--- config.mk ---
export PLATFORM = sky130hd
export DESIGN_NAME = flash_sec_gate
export DESIGN_NICKNAME = d
export VERILOG_FILES = /design/src/rtl/flash_sec_gate.sv
export SDC_FILE = /design/constraint.sdc
export NUM_CORES = 1
export LEC_CHECK = 0
export ABC_AREA = 0
export ABC_CLOCK_PERIOD_IN_PS = 1420
export BUFFER_PORTS_ARGS = -buffer_cell sky130_fd_sc_hd__buf_2
export CORE_MARGIN = 2
export CORE_UTILIZATION = 38
export CTS_CLUSTER_DIAMETER = 150
export DETAILED_ROUTE_END_ITERATION = 12
export GPL_TIMING_DRIVEN = 0
export PLACE_DENSITY_LB_ADDON = 0.12
export SYNTH_ARGS = -nofsm -noshare
export SYNTH_HDL_FRONTEND = slang
export SYNTH_SLANG_ARGS = --single-unit
--- constraint.sdc ---
create_clock -name clk -period 1.42 [get_ports clk]
set_input_delay 0.142 -clock clk [delete_from_list [all_inputs] [get_ports clk]]
set_output_delay 0.142 -clock clk [all_outputs]
set_load 0.02 [all_outputs]
--- src/rtl/flash_sec_gate.sv ---
module flash_sec_gate #(
  parameter int ADDR_W   = 20,
  parameter int BOOT_TOP = 4096
) (
  input  logic              clk,
  input  logic              rst_n,
  input  logic              req_i,
  input  logic [1:0]        cmd_i,
  input  logic [ADDR_W-1:0] addr_i,
  input  logic              ext_i,
  input  logic [3:0]        bits_i,
  input  logic              prog_entry_i,
  output logic              grant_o,
  output logic              deny_o,
  output logic [3:0]        lock_o,
  output logic [3:0]        pend_o
);
  localparam logic [1:0] CMD_CHIP = 2'd0;
  localparam logic [1:0] CMD_BLK  = 2'd1;
  localparam logic [1:0] CMD_WR   = 2'd2;
  localparam logic [1:0] CMD_SET  = 2'd3;
  localparam logic [ADDR_W-1:0] BOOT_LIM = ADDR_W'(BOOT_TOP);

  logic [3:0] act_q, pend_q;
  logic       refuse, boot_hit, wipe;

  assign boot_hit = addr_i < BOOT_LIM;

  always_comb begin
    unique case (cmd_i)
      CMD_CHIP: refuse = (ext_i && act_q[0]) || act_q[3];
      CMD_BLK:  refuse = (ext_i && (act_q[1] || act_q[2])) || (act_q[3] && boot_hit);
      CMD_WR:   refuse = (ext_i && act_q[2]) || (act_q[3] && boot_hit);
      default:  refuse = 1'b0;
    endcase
  end

  assign wipe = req_i && cmd_i == CMD_CHIP && !refuse && !act_q[0];

  always_ff @(posedge clk or negedge rst_n) begin
    if (!rst_n) begin
      grant_o <= 1'b0;
      deny_o  <= 1'b0;
      act_q   <= '0;
      pend_q  <= '0;
    end else begin
      grant_o <= req_i && !refuse;
      deny_o  <= req_i && refuse;
      if (wipe) begin
        act_q  <= '0;
        pend_q <= '0;
      end else begin
        if (prog_entry_i) act_q <= pend_q;
        if (req_i && cmd_i == CMD_SET) pend_q <= pend_q | bits_i;
      end
    end
  end

  assign lock_o = act_q;
  assign pend_o = pend_q;


  one_answer_chk: assert property (@(posedge clk) disable iff (!rst_n)
    $past(req_i) |-> (grant_o ^ deny_o));

  no_spurious_chk: assert property (@(posedge clk) disable iff (!rst_n)
    !$past(req_i) |-> !(grant_o || deny_o));

  perm_lock_chk: assert property (@(posedge clk) disable iff (!rst_n)
    $past(act_q[0]) |-> ((act_q & $past(act_q)) == $past(act_q)));

  set_only_adds_chk: assert property (@(posedge clk) disable iff (!rst_n)
    $past(req_i && cmd_i == CMD_SET) |-> ((pend_q & $past(pend_q)) == $past(pend_q)));

  active_in_pend_chk: assert property (@(posedge clk) disable iff (!rst_n)
    (act_q & ~pend_q) == 4'b0000);

  boot_guard_chk: assert property (@(posedge clk) disable iff (!rst_n)
    $past(req_i && act_q[3] && cmd_i != CMD_SET && (cmd_i == CMD_CHIP || boot_hit)) |-> deny_o);
endmodule

==> impl_metrics.ini, run 1 <==
[sta]
finalClockSkew_ns = 0.004547
fin_crit_sh_pct = 92.13
setup_viol = 0
timing.fmax_mhz = 764.4
finalHoldViolations = 0
worst_pin_slew_ns = 0.2497
relSlewSlack_pct = 83.31
rsz0062_at_grt = false
fin_crit_ns = 1.308
slew_violations = 0

[pwr]
netSwitchingFraction_pct = 37.47
power_leakage_nw = 0.4218
clock_power_share_pct = 22.3
ir_drop_mv = 0.6664
power.total_mw = 1.151
pwr-share-comb_pct = 38.6
sequentialPowerShare_pct = 39.1
p_int_mw = 0.7194
power.density_nw_per_um2 = 1500
p_sw_mw = 0.4311

[worst_setup_path]
path_class = reg2reg
path_cells = nor2b_1 > nand2_1 > and4b_1 > buf_6 > a311oi_2
cp.arrival_ns = 1.44
endpoint_kind = register
crit_path_max_incr_delay_ns = 0.42
crit_fanout = 8
slowest_stage = dfrtp_1
regToRegStartpoint = lock_o[0]
worstSetupStartpointType = register
r2r.worst_path.cells = 5
timing.rr.end = lock_o[2]
r2r_slack_ns = 0.11
cp_data_required_time_ns = 1.55

[clock_network]
root_buffer = clkbuf_4
clock_sinks = 10
clk_latency_ns = 0.26
clk_pin_slew_ns = 0.07
cts_tree = built
ctsLongestPathBuffers = 2
htreeDepth = 1
cts_inserted_buffers = 3

[die]
coreArea_um2 = 1334
die_area_um2 = 1795
fp-row-count = 13
io_pins = 41
initial_utilization_pct = 41.93
chipWidth_um = 42.37
die_height_um = 42.37

[cells_and_area]
nFillCells = 122
insertedDiodeCount = 0
drive_gt1_share_pct = 45.35
final_cell_count_no_fill = 101
syn_to_final_growth_pct = 37.14
fin_nets = 122

[yosys]
ys_ff_latch = 10
synth_seq_area_share_pct = 44.74
async_flop_share_pct = 100.0
synth.avg_cell_area_um2 = 10.55
ys_top_cells_by_count = 10 x dfrtp_1, 6 x nor2_1
syn_inst = 53
yosys.area.top_type = dfrtp_1
synth.most_common_cell = dfrtp_1
ys_warn_count = 0
synth_top_area_share_pct = 44.74
synth_nets = 88
yosysUniqueCellTypes = 21
synth_area_um2 = 559.3
yosys-top-cells-area = dfrtp_1 45%, ha_1 8.9%, and3_1 4.5%, nor4_2 4.5%, mux2_2 4.0%
synth_edf_count = 0
synth_flop_cell = dfrtp_1

[placement]
gp_congestion = 0.7161
detailed_place_hpwl_um = 1011
place.port_buffers = 28
dp.cells = 96

[worst_hold_path]
min_path_cells = 2
hold_class = in2reg
hold_start = req_i
hold_end = lock_o[2]

[grt]
grt_pass1_vias = 469
grt_max_degree = 11
gr-total-overflow = 0
grt_usage_pct = 14.54
antenna_found_initial = 0
grt_pass1_wl_um = 1973

[drt]
wire_per_inst_um = 12.35
drt_first_pass_iters = 4
drc = 0
viasPerCell = 5.099
routed_wl_um = 1247
ant_nets = 0
num_vias = 515
drt-initial-drc-count = 13

[flow_run]
cap_violations = 0

[outcome]
status = completed
==> power by group through the flow <==
stage | logic (mW) | clock network [mW] | registers [mW]
after floorplan | 0.160 | 0 | 0.563
after global placement | 0.433 | 0 | 0.456
after detailed placement | 0.444 | 0 | 0.455
after CTS | 0.447 | 0.259 | 0.452
after global routing | 0.480 | 0.278 | 0.467
final | 0.444 | 0.256 | 0.450
==> metal layers <==
layer	track usage (%)	share of wire (%)	vias up
met5	0	0	-
met4	3.750	0.64	0
met3	4.310	6.7	2
met2	25.23	48	22
met1	17.38	45	237
li1	-	-	254
==> final cells by class <==
type                            count  area [um^2]  area share [%]
Multi-Input combinational cell     40        292.8           38.17
Sequential cell                    10        250.2           32.63
Timing Repair Buffer               29        150.1           19.58
Clock buffer                        4        36.28           4.731
Tap cell                           15        18.77           2.447
Buffer                              1        11.26           1.468
Inverter                            2        7.507          0.9788
==> cell families (layout without fill, tap and decap cells) <==
group / after synthesis / after routing / synth area share (%)
flops: 10 / 10 / 44.74
compound gates: 8 / 8 / 10.07
simple gates: 24 / 24 / 25.28
mux: 4 / 4 / 7.606
fa+ha+maj: 4 / 4 / 8.949
buf+inv: 3 / 36 / 3.356
==> state kept, by name, indices dropped and copies added, names as in the netlist <==
signal	flops
deny_o	1
grant_o	1
lock_o	4
pend_o	4
==> worst max-delay path, delay by kind of cell, from the launching register on <==
kind / cells / cell delay [ns]
simple gates: 3 / 0.58
buf+inv: 1 / 0.14
compound gates: 1 / 0.05
flops: 1 / 0.42
==> cells in the final DEF (no fill, tap or decap), drive strengths merged <==
cell type,synthesis,routed
inv,2,2
o21ai,4,4
nor4,2,2
nor2,6,6
o211ai,1,1
mux2i,2,2
a21o,1,1
and2,1,1
clkbuf,0,4
nor2b,3,3
buf,1,29
nand4,1,1
dfrtp,10,10
nor3b,1,1
a31oi,1,1
nand2,4,4
ha,4,4
and3,4,4
nand3,1,1
a311oi,1,1
and4b,1,1
mux2,2,2
dlygate4sd3,0,1
==> stage by stage <==
step	hold WS (ns)	setup TNS (ns)	utilization, %	cell area, um^2	setup WS (ns)
global route	0.2127	0	57.50	767.0	0.02206
CTS	0.1962	0	57.32	764.5	0.1048
floorplan	-0.1536	0	-	559.3	0.09204
global placement	0.01225	0	53.85	718.2	0.004520
finish	0.1911	0	57.50	767.0	0.1118
detailed placement	0.01451	-0.01247	53.85	718.2	-0.01247
==> what timing repair did <==
action / 4_1_cts / 5_1_grt
setup buffers: 0 / 0
endpoints found under the setup margin: 0 / 1
gates resized for setup: 0 / 1
hold buffers: 1 / 0
hold endpoints to repair: 10 / 0
==> worst max-delay path by stage <==
| stage | from | cells past startpoint | endpoint |
|---|---|---|---|
| 3_3_place_gp | cmd_i[0] | 8 | lock_o[2] |
| 4_1_cts | lock_o[0] | 5 | lock_o[2] |
| 5_1_grt | lock_o[1] | 5 | lock_o[2] |
| 3_5_place_dp | cmd_i[0] | 8 | lock_o[2] |
| 2_1_floorplan | lock_o[1] | 5 | lock_o[2] |
| 6_report | lock_o[0] | 5 | lock_o[2] |
Power figures use the tool's default switching activity.
==> run 2: changes to the inputs <==
--- a/config.mk
+++ b/config.mk
@@ -16,2 +16,3 @@
 export PLACE_DENSITY_LB_ADDON = 0.12
+export SETUP_SLACK_MARGIN = 0.3
 export SYNTH_ARGS = -nofsm -noshare
--- a/constraint.sdc
+++ b/constraint.sdc
@@ -3,2 +3,2 @@
 set_output_delay 0.142 -clock clk [all_outputs]
-set_load 0.02 [all_outputs]
+set_load 0.05 [all_outputs]
==> run 2 against run 1 <==
  * Clock power is essentially flat
  * Combinational power grew 62%
  * Largest cell class unchanged
  * Register-to-register slack gained 0.05 ns
  * Count of clock-buffer cells in the layout is the same
==> impl_metrics.ini, run 2 (synthesized netlist as in run 1, its figures left out) <==
[grt]
gr-total-overflow = 0
grt_pass1_wl_um = 2090
antenna_found_initial = 0
grt_max_degree = 11
grt_pass1_vias = 493
grt_usage_pct = 15.73

[sta]
fin_crit_ns = 1.255
slew_violations = 0
finalHoldViolations = 0
hold_ws_ns = 0.1835
timing.fmax_mhz = 797.0
finalClockSkew_ns = 0.001379
worst_pin_slew_ns = 0.2520
fin_ws_ns = 0.1654
relSlewSlack_pct = 83.32
setup_viol = 0
rsz0062_at_grt = true
fin_crit_sh_pct = 88.35
tns_ns = 0

[pwr]
power.total_mw = 1.433
p_sw_mw = 0.6618
p_int_mw = 0.7715
sequentialPowerShare_pct = 32.2
netSwitchingFraction_pct = 46.17
clock_power_share_pct = 17.6
power.density_nw_per_um2 = 1807
pwr-share-comb_pct = 50.2
power_leakage_nw = 0.4219
ir_drop_mv = 0.8550

[clock_network]
clk_latency_ns = 0.26
ctsLongestPathBuffers = 2
cts_inserted_buffers = 3
cts_tree = built
htreeDepth = 1
clock_sinks = 10
clk_pin_slew_ns = 0.07
root_buffer = clkbuf_4

[placement]
detailed_place_hpwl_um = 1034
dp.cells = 96
dp_slack_ns = 0.03603
gp_congestion = 0.7240
place.port_buffers = 28

[worst_setup_path]
path_class = reg2reg
cp.arrival_ns = 1.39
endpoint_kind = register
cp_data_required_time_ns = 1.55
worstSetupStartpointType = register
crit_fanout = 8

[die]
coreArea_um2 = 1334
die_height_um = 42.37
initial_utilization_pct = 41.93
die_area_um2 = 1795
fp-row-count = 13
io_pins = 41
chipWidth_um = 42.37

[drt]
drt_first_pass_iters = 4
routed_wl_um = 1299
num_vias = 519
viasPerCell = 5.088
drt-initial-drc-count = 5
ant_nets = 0
drc = 0
wire_per_inst_um = 12.74

[outcome]
status = completed

[cells_and_area]
fin_nets = 123
nFillCells = 129
insertedDiodeCount = 0
syn_to_final_growth_pct = 41.83
final_common_cell = buf_2
final_cell_count_no_fill = 102
final_cell_mix = 27 x buf_2, 6 x nor2_1, 6 x dfrtp_1
drive_gt1_share_pct = 51.72

[flow_run]
cap_violations = 0

[worst_hold_path]
hold_class = in2reg
## run 2: routing by layer
metal  vias up  global-route usage [%]  wire [um]  share of wire [%]
met3         0                   5.172        102                7.9
met5         -                       0          0                  0
met2        22                   27.08        645                 50
li1        255                       -          -                  -
met1       242                   18.01        551                 42
met4         0                   5.625          0                  0
## run 2: repair_timing
action                                 4_1_cts  5_1_grt
setup buffers                                1        0
gates resized for setup                      3        3
hold buffers                                 1        0
pin swaps                                    2        1
cloned                                       0        0
endpoints found under the hold margin       10        0
setup endpoints to repair                    9       11
## run 2: metrics by stage
| stage | instance area (um^2) | util (%) |
|---|---|---|
| 2_1_floorplan | 564.3 | - |
| 3_3_place_gp | 723.2 | 54.22 |
| 5_1_grt | 793.3 | 59.47 |
| 6_report | 793.3 | 59.47 |
| 4_1_cts | 787.0 | 59.01 |
| 3_5_place_dp | 723.2 | 54.22 |
## run 2: power by group through the flow
stage / sequential [mW] / clock (mW) / combinational [mW]
detailed placement: 0.468 / 0 / 0.670
global route: 0.477 / 0.274 / 0.759
global placement: 0.466 / 0 / 0.664
finish: 0.462 / 0.253 / 0.719
floorplan: 0.789 / 0 / 0.167
CTS: 0.463 / 0.258 / 0.710
## run 2: critical path: stages, from the launching register on
cell and delay [ns]:
dfrtp_2 0.41, nor2b_4 0.12, o211ai_1 0.19, and4b_1 0.23, buf_6 0.13, a311oi_2 0.04
## run 2: worst paths after layout
path	startpoint	to	slack (ns)	cells past startpoint
worst max register to register	lock_o[1]	lock_o[2]	0.17	5
worst min-delay path	req_i	lock_o[2]	0.18	2
worst min register to register	pend_o[0]	pend_o[0]	0.57	2
min in group asynchronous	rst_n	pend_o[0]	0.27	2
max in group asynchronous	rst_n	lock_o[2]	0.95	2
worst max-delay path	lock_o[1]	lock_o[2]	0.17	5
## run 2: cell type report
type | count | area (um^2) | share of cell area [%]
Tap cell | 15 | 18.77 | 2.366
Sequential cell | 10 | 255.2 | 32.18
Clock buffer | 4 | 36.28 | 4.574
Buffer | 1 | 11.26 | 1.420
Inverter | 2 | 7.507 | 0.9464
Multi-Input combinational cell | 40 | 300.3 | 37.85
Timing Repair Buffer | 30 | 163.9 | 20.66
